===== config.mk =====
export PLATFORM = sky130hd
export DESIGN_NAME = trc_trace_ctl
export DESIGN_NICKNAME = d
export VERILOG_FILES = /design/src/rtl/trc_pkg.sv /design/src/rtl/trc_cfg_regs.sv /design/src/rtl/trc_lane_mux.sv /design/src/rtl/trc_framer.sv /design/src/rtl/trc_trace_ctl.sv
export SDC_FILE = /design/constraint.sdc
export NUM_CORES = 1
export LEC_CHECK = 0
export ABC_CLOCK_PERIOD_IN_PS = 3000
export BUFFER_PORTS_ARGS = -buffer_cell sky130_fd_sc_hd__buf_2
export CAP_MARGIN = 15
export CORE_MARGIN = 5
export CORE_UTILIZATION = 50
export DETAILED_ROUTE_END_ITERATION = 8
export GPL_TIMING_DRIVEN = 1
export PLACE_DENSITY = 0.78
export SLEW_MARGIN = 20
export SYNTH_ARGS = -nofsm -noshare
export SYNTH_HDL_FRONTEND = slang
export SYNTH_SLANG_ARGS = --single-unit

===== constraint.sdc =====
create_clock -name clk -period 3 [get_ports clk]
set_input_delay 0.15 -clock clk [delete_from_list [all_inputs] [get_ports clk]]
set_output_delay 0.15 -clock clk [all_outputs]
set_load 0.01 [all_outputs]

===== src/rtl/trc_pkg.sv =====
package trc_pkg;
   typedef enum logic [2:0] {
      TS_IDLE  = 3'd0,
      TS_CAL   = 3'd1,
      TS_ARMED = 3'd2,
      TS_TRACE = 3'd3,
      TS_POST  = 3'd4
   } trc_state_e;
endpackage


===== src/rtl/trc_cfg_regs.sv =====
module trc_cfg_regs #(
   parameter int ADDR_W   = 9,
   parameter int DATA_W   = 16,
   parameter int PC_W     = 10,
   parameter int SEL_W    = 2,
   parameter int POST_W   = 4,
   parameter int REG_BASE = 'h0C0
) (
   input  logic              clk,
   input  logic              rst_n,
   input  logic              reg_we,
   input  logic [ADDR_W-1:0] reg_addr,
   input  logic [DATA_W-1:0] reg_wdata,
   output logic [PC_W-1:0]   start_pc_o,
   output logic [PC_W-1:0]   stop_pc_o,
   output logic [SEL_W-1:0]  sel_o,
   output logic [POST_W-1:0] post_len_o,
   output logic              arm_req_o,
   output logic              kill_o
);
   localparam int EN_BIT = POST_W + SEL_W;
   localparam logic [ADDR_W-1:0] A_START = ADDR_W'(REG_BASE);
   localparam logic [ADDR_W-1:0] A_STOP  = ADDR_W'(REG_BASE + 1);
   localparam logic [ADDR_W-1:0] A_CFG   = ADDR_W'(REG_BASE + 2);

   logic en_q;
   logic cfg_hit;

   assign cfg_hit   = reg_we && (reg_addr == A_CFG);
   assign arm_req_o = cfg_hit && reg_wdata[EN_BIT] && !en_q;
   assign kill_o    = cfg_hit && !reg_wdata[EN_BIT];

   always_ff @(posedge clk or negedge rst_n) begin
      if (!rst_n) begin
         start_pc_o <= '0;
         stop_pc_o  <= '0;
         sel_o      <= '0;
         post_len_o <= '0;
         en_q       <= 1'b0;
      end else if (reg_we) begin
         if (reg_addr == A_START) start_pc_o <= reg_wdata[PC_W-1:0];
         if (reg_addr == A_STOP)  stop_pc_o  <= reg_wdata[PC_W-1:0];
         if (cfg_hit) begin
            post_len_o <= reg_wdata[POST_W-1:0];
            sel_o      <= reg_wdata[POST_W +: SEL_W];
            en_q       <= reg_wdata[EN_BIT];
         end
      end
   end
endmodule


===== src/rtl/trc_lane_mux.sv =====
module trc_lane_mux #(
   parameter int NUM_CORES = 4,
   parameter int PC_W      = 10,
   parameter int CODE_W    = 4,
   parameter int SEL_W     = 2
) (
   input  logic [NUM_CORES*PC_W-1:0]   core_pc,
   input  logic [NUM_CORES*CODE_W-1:0] core_code,
   input  logic [SEL_W-1:0]            sel_i,
   output logic [PC_W-1:0]             pc_o,
   output logic [CODE_W-1:0]           code_o
);
   logic [PC_W-1:0]   pc_arr   [NUM_CORES];
   logic [CODE_W-1:0] code_arr [NUM_CORES];

   for (genvar g = 0; g < NUM_CORES; g++) begin : g_lane
      assign pc_arr[g]   = core_pc[g*PC_W +: PC_W];
      assign code_arr[g] = core_code[g*CODE_W +: CODE_W];
   end

   if ((NUM_CORES & (NUM_CORES - 1)) == 0) begin : g_full
      assign pc_o   = pc_arr[sel_i];
      assign code_o = code_arr[sel_i];
   end else begin : g_guard
      logic in_range;
      assign in_range = int'(sel_i) < NUM_CORES;
      assign pc_o     = in_range ? pc_arr[sel_i]   : '0;
      assign code_o   = in_range ? code_arr[sel_i] : '0;
   end
endmodule


===== src/rtl/trc_framer.sv =====
module trc_framer #(
   parameter int CODE_W = 4
) (
   input  logic              clk,
   input  logic              rst_n,
   input  logic              load_i,
   input  logic              run_i,
   input  logic [CODE_W-1:0] code_i,
   output logic              bit_o,
   output logic              frame_end_o
);
   localparam int SLOT_W = (CODE_W > 1) ? $clog2(2 * CODE_W) : 1;
   localparam logic [SLOT_W-1:0] LAST = SLOT_W'(2 * CODE_W - 1);

   logic [CODE_W-1:0] sh_q;
   logic [SLOT_W-1:0] slot_q;

   assign bit_o       = sh_q[CODE_W-1];
   assign frame_end_o = run_i && (slot_q == LAST);

   always_ff @(posedge clk or negedge rst_n) begin
      if (!rst_n) begin
         sh_q   <= '0;
         slot_q <= '0;
      end else if (load_i) begin
         sh_q   <= code_i;
         slot_q <= '0;
      end else if (run_i) begin
         if (slot_q == LAST) begin
            sh_q   <= code_i;
            slot_q <= '0;
         end else begin
            slot_q <= slot_q + 1'b1;
            if (slot_q[0]) sh_q <= sh_q << 1;
         end
      end else begin
         slot_q <= '0;
      end
   end
endmodule


===== src/rtl/trc_trace_ctl.sv =====
module trc_trace_ctl
   import trc_pkg::*;
#(
   parameter int NUM_CORES  = 4,
   parameter int PC_W       = 10,
   parameter int CODE_W     = 4,
   parameter int POST_W     = 4,
   parameter int ADDR_W     = 9,
   parameter int DATA_W     = 16,
   parameter int REG_BASE   = 'h0C0,
   parameter int CAL_PULSES = 8,
   parameter int CAL_GAP    = 2
) (
   input  logic                        clk,
   input  logic                        rst_n,
   input  logic                        reg_we,
   input  logic [ADDR_W-1:0]           reg_addr,
   input  logic [DATA_W-1:0]           reg_wdata,
   input  logic [NUM_CORES*PC_W-1:0]   core_pc,
   input  logic [NUM_CORES*CODE_W-1:0] core_code,
   output logic                        dbg_o,
   output logic [2:0]                  status_o
);
   localparam int SEL_W   = (NUM_CORES > 1) ? $clog2(NUM_CORES) : 1;
   localparam int CAL_LEN = 2 * CAL_PULSES + CAL_GAP;
   localparam int CAL_W   = $clog2(CAL_LEN + 1);
   localparam logic [CAL_W-1:0]  CAL_LAST  = CAL_W'(CAL_LEN - 1);
   localparam logic [CAL_W-1:0]  CAL_BURST = CAL_W'(2 * CAL_PULSES);
   localparam logic [POST_W-1:0] POST_ALL1 = '1;

   if (NUM_CORES < 2) begin : g_bad_cores
      $error("trc_trace_ctl: NUM_CORES must be at least 2");
   end
   if ((CODE_W & (CODE_W - 1)) != 0) begin : g_bad_code
      $error("trc_trace_ctl: CODE_W must be a power of two");
   end
   if (DATA_W < PC_W || DATA_W < POST_W + SEL_W + 1) begin : g_bad_data
      $error("trc_trace_ctl: DATA_W too narrow for the register fields");
   end
   if (CAL_PULSES < 1 || CAL_GAP < 1) begin : g_bad_cal
      $error("trc_trace_ctl: calibration needs at least one pulse and one gap cycle");
   end

   logic [PC_W-1:0]   start_pc, stop_pc, sel_pc;
   logic [SEL_W-1:0]  sel;
   logic [POST_W-1:0] post_len, post_rem_q;
   logic [CODE_W-1:0] sel_code;
   logic              arm_req, kill;
   logic              frame_bit, frame_end, load, run;
   logic [CAL_W-1:0]  cal_q;
   trc_state_e        state_q;

   trc_cfg_regs #(
      .ADDR_W(ADDR_W), .DATA_W(DATA_W), .PC_W(PC_W),
      .SEL_W(SEL_W), .POST_W(POST_W), .REG_BASE(REG_BASE)
   ) u_regs (
      .clk(clk), .rst_n(rst_n), .reg_we(reg_we), .reg_addr(reg_addr),
      .reg_wdata(reg_wdata), .start_pc_o(start_pc), .stop_pc_o(stop_pc),
      .sel_o(sel), .post_len_o(post_len), .arm_req_o(arm_req), .kill_o(kill)
   );

   trc_lane_mux #(
      .NUM_CORES(NUM_CORES), .PC_W(PC_W), .CODE_W(CODE_W), .SEL_W(SEL_W)
   ) u_mux (
      .core_pc(core_pc), .core_code(core_code), .sel_i(sel),
      .pc_o(sel_pc), .code_o(sel_code)
   );

   assign load = (state_q == TS_ARMED) && (sel_pc == start_pc);
   assign run  = (state_q == TS_TRACE) || (state_q == TS_POST);

   trc_framer #(.CODE_W(CODE_W)) u_framer (
      .clk(clk), .rst_n(rst_n), .load_i(load), .run_i(run),
      .code_i(sel_code), .bit_o(frame_bit), .frame_end_o(frame_end)
   );

   always_ff @(posedge clk or negedge rst_n) begin
      if (!rst_n) begin
         state_q    <= TS_IDLE;
         cal_q      <= '0;
         post_rem_q <= '0;
      end else if (kill) begin
         state_q <= TS_IDLE;
      end else if (arm_req) begin
         state_q <= TS_CAL;
         cal_q   <= '0;
      end else begin
         unique case (state_q)
            TS_CAL: begin
               if (cal_q == CAL_LAST) state_q <= TS_ARMED;
               else                   cal_q   <= cal_q + 1'b1;
            end
            TS_ARMED: begin
               if (load) state_q <= TS_TRACE;
            end
            TS_TRACE: begin
               if (frame_end && (sel_pc == stop_pc)) begin
                  if (post_len == '0) begin
                     state_q <= TS_IDLE;
                  end else begin
                     state_q    <= TS_POST;
                     post_rem_q <= post_len;
                  end
               end
            end
            TS_POST: begin
               if (frame_end && (post_len != POST_ALL1)) begin
                  if (post_rem_q == POST_W'(1)) state_q    <= TS_IDLE;
                  else                          post_rem_q <= post_rem_q - 1'b1;
               end
            end
            default: state_q <= state_q;
         endcase
      end
   end

   always_comb begin
      unique case (state_q)
         TS_CAL:           dbg_o = (cal_q < CAL_BURST) && !cal_q[0];
         TS_TRACE, TS_POST: dbg_o = frame_bit;
         default:          dbg_o = 1'b0;
      endcase
   end

   assign status_o = state_q;
endmodule


==> results.ini <==
[global_route]
grt_remaining_overflow = 0
grt_max_degree = 47
grt_pass1_wl_mm = 12.0
globalRouteTotalUtil_pct = 19.9
grt_pass1_vias = 2579
antenna_found_initial = 0

[setup_path]
cp-startpoint = u_regs.sel_o[0]
crit_type = reg2reg
critPathArrivalTime_ns = 2.83
path_buf_inv = 1
slowest_stage = mux4_2
crit_path_start_kind = flop
end_kind = flop
rr_startpoint = u_regs.sel_o[0]
max_stage_delay_ns = 0.56
critPathRequiredTime_ns = 3.18
critical_path.max_fanout = 19
cpLargestDelayFamily = simple AND/OR/NAND/NOR gates
cp_cell_sequence = buf_12 > mux4_2 > xnor2_1 > nand4_1 > nor4_2 > or2_1 > mux2i_1 > o21ai_1

[finish]
insertedDiodeCount = 0
final_layout_size_suffix_gt1_share_pct = 40.5
utilization_pct = 60.6
final_nets = 432
syn_to_final_growth_pct = 19.5

[timing]
hold_viol = 0
setup_tns_ns = 0
rsz0062_at_grt = false
skew_ns = 0.00966
maxSlewViolCount = 0
tightestPinTransition_ns = 0.909
final.min_clock_period_ns = 2.65
period_share_pct = 88.5
fmax_mhz = 377
setup_violations = 0
slew_headroom_pct = 38.9

[floorplanning]
start_util_pct = 50.7
core_area_um2 = 5850
chipWidth_um = 87.0
row_count = 28
die-area_um2 = 7570
ios = 88
die_h_um = 87.0

[route]
dr_total_vias = 2351
drt-pass1-iter-count = 4
wl_per_cell_um = 16.5
drc = 0
drtIter0Drc = 92
ant_nets = 0
via_per_inst = 5.62
wirelength_mm = 6.92

[pwr]
power.density_nw_per_um2 = 520
peakVddDrop_uv = 274
static-leakage-power_nw = 1.57

[clock_network]
root_buffer = clkbuf_8
numCtsBuffers = 5
h-tree-depth = 2
cts_tree = yes
clk_path_buf_depth = 2
clk_latency_ns = 0.30
clkSinkCount = 46
cts_setup_buffers = 0
cts_resized = 0
clk_pin_slew_worst_paths_ns = 0.09

[synthesis]
syn_inst = 259
synth_most_common_cell = dfrtp_1
seq_area_frac_synth_pct = 38.8
synth_edf_count = 0
synth_nets = 349
yosysTopAreaCell = dfrtp_1
ys_types = 52
synth_top_cells_by_count = dfrtp_1 (46), mux2_2 (25), xnor2_1 (20), mux2i_1 (15)
ys_warn_count = 0
ys.flop_type = dfrtp_1
syn_area_um2 = 2970
synth_area_leaders = dfrtp_1 (39%), mux4_2 (11%), mux2_2 (9.5%)
synthArstFlopShare_pct = 100
synthDominantCellAreaShare_pct = 38.8
yosys_register_bits = 46
synth.avg_cell_area_um2 = 11.5

[worst_hold_path]
min-delay-start = reg_wdata[5]
hp-class = in2reg

[placed_design]
dp_hpwl_mm = 5.51
portBuffers = 81
gp_congestion = 0.803

[run_status]
status = complete, no violations

[job]
maxCapViolations = 0

## per-stage QoR
stage	total power, mW	cells	setup slack (ns)	hold slack, ns	cell area, µm²
after CTS	1.86	417	0.302	0.0547	3530
after global routing	1.98	418	0.190	0.0903	3540
after floorplan	1.26	259	0.600	-0.146	2970
after global placement	1.43	409	0.410	0.383	3440
after detailed placement	1.46	409	0.307	0.383	3440
final	1.84	418	0.346	0.0896	3540
## routing by layer
layer | track usage, % | vias to the layer above | share of wire, %
met5 | 0 | - | 0
met4 | 3.54 | 0 | 0.87
met3 | 4.82 | 7 | 5.8
met2 | 34.2 | 65 | 51
met1 | 25.6 | 1133 | 42
li1 | - | 1146 | -
## cell families after synthesis
logic type               synth area share [%]
AO/OA/AOI/OAI                            11.6
flip-flops                               38.8
adder cells (fa/ha/maj)                  2.53
XOR/XNOR                                 5.90
buffers and inverters                    3.16
multiplexers                             25.6
AND/OR/NAND/NOR                          12.4
## power breakdown
part	switching (mW)	total (mW)	internal [mW]
combinational	0.319	0.620	0.301
sequential	0.107	0.832	0.725
clock	0.204	0.391	0.186
## layout by cell type, fill, tap and decap left out, drive strengths merged, types with 2 or more instances in the layout
master,synthesis,routed
buf,6,86
dfrtp,46,46
mux2,26,26
xnor2,20,20
mux2i,15,15
o21ai,15,15
mux4,14,14
a21oi,14,14
nor2,13,13
nand2,11,11
clkbuf,5,7
nor3,7,7
ha,6,6
nand4,5,5
inv,5,5
a22o,4,4
nor4,4,4
and2,3,3
nor3b,3,3
nand2b,3,3
a211oi,3,3
o22ai,2,2
o31a,2,2
o41ai,2,2
nand3,2,2
a2bb2oi,2,2
or3,2,2
and4,2,2
o21a,2,2
a21o,2,2
or2,2,2
## area by class of cell
cell class | count | area (µm²)
Fill cell | 497 | 2310
Multi-Input combinational cell | 197 | 1720
Sequential cell | 46 | 1150
Timing Repair Buffer | 87 | 468
Tap cell | 75 | 93.8
Clock buffer | 7 | 86.3
Inverter | 5 | 18.8
Clock inverter | 1 | 5.00
## registers in the layout (all words and copies together) (netlist names)
register           flops
cal_q                  5
post_rem_q             4
status_o               3
u_framer.sh_q          4
u_framer.slot_q        3
u_regs.en_q            1
u_regs.post_len_o      4
u_regs.sel_o           2
u_regs.start_pc_o     10
u_regs.stop_pc_o      10
## repair_timing
action	CTS	global route
hold endpoints to repair	0	46
setup endpoints to repair	0	0
hold buffers	0	1
## worst min-delay path, cell delays in order
cell and delay (ns):
buf_2 0.10, nand2_1 0.04, o21ai_0 0.06
## path summary, 6_finish.rpt
check,endpoint,slack (ns),depth (start not counted)
setup / recovery,u_framer.sh_q[2],0.35,8
hold / removal,u_regs.stop_pc_o[5],0.09,3
setup reg to reg,u_framer.sh_q[2],0.35,8
hold reg to reg,u_framer.slot_q[0],0.49,1
max in group asynchronous,post_rem_q[1],2.20,2
min in group asynchronous,u_framer.sh_q[2],0.38,2
No activity file was read; power rests on OpenSTA's default activity.
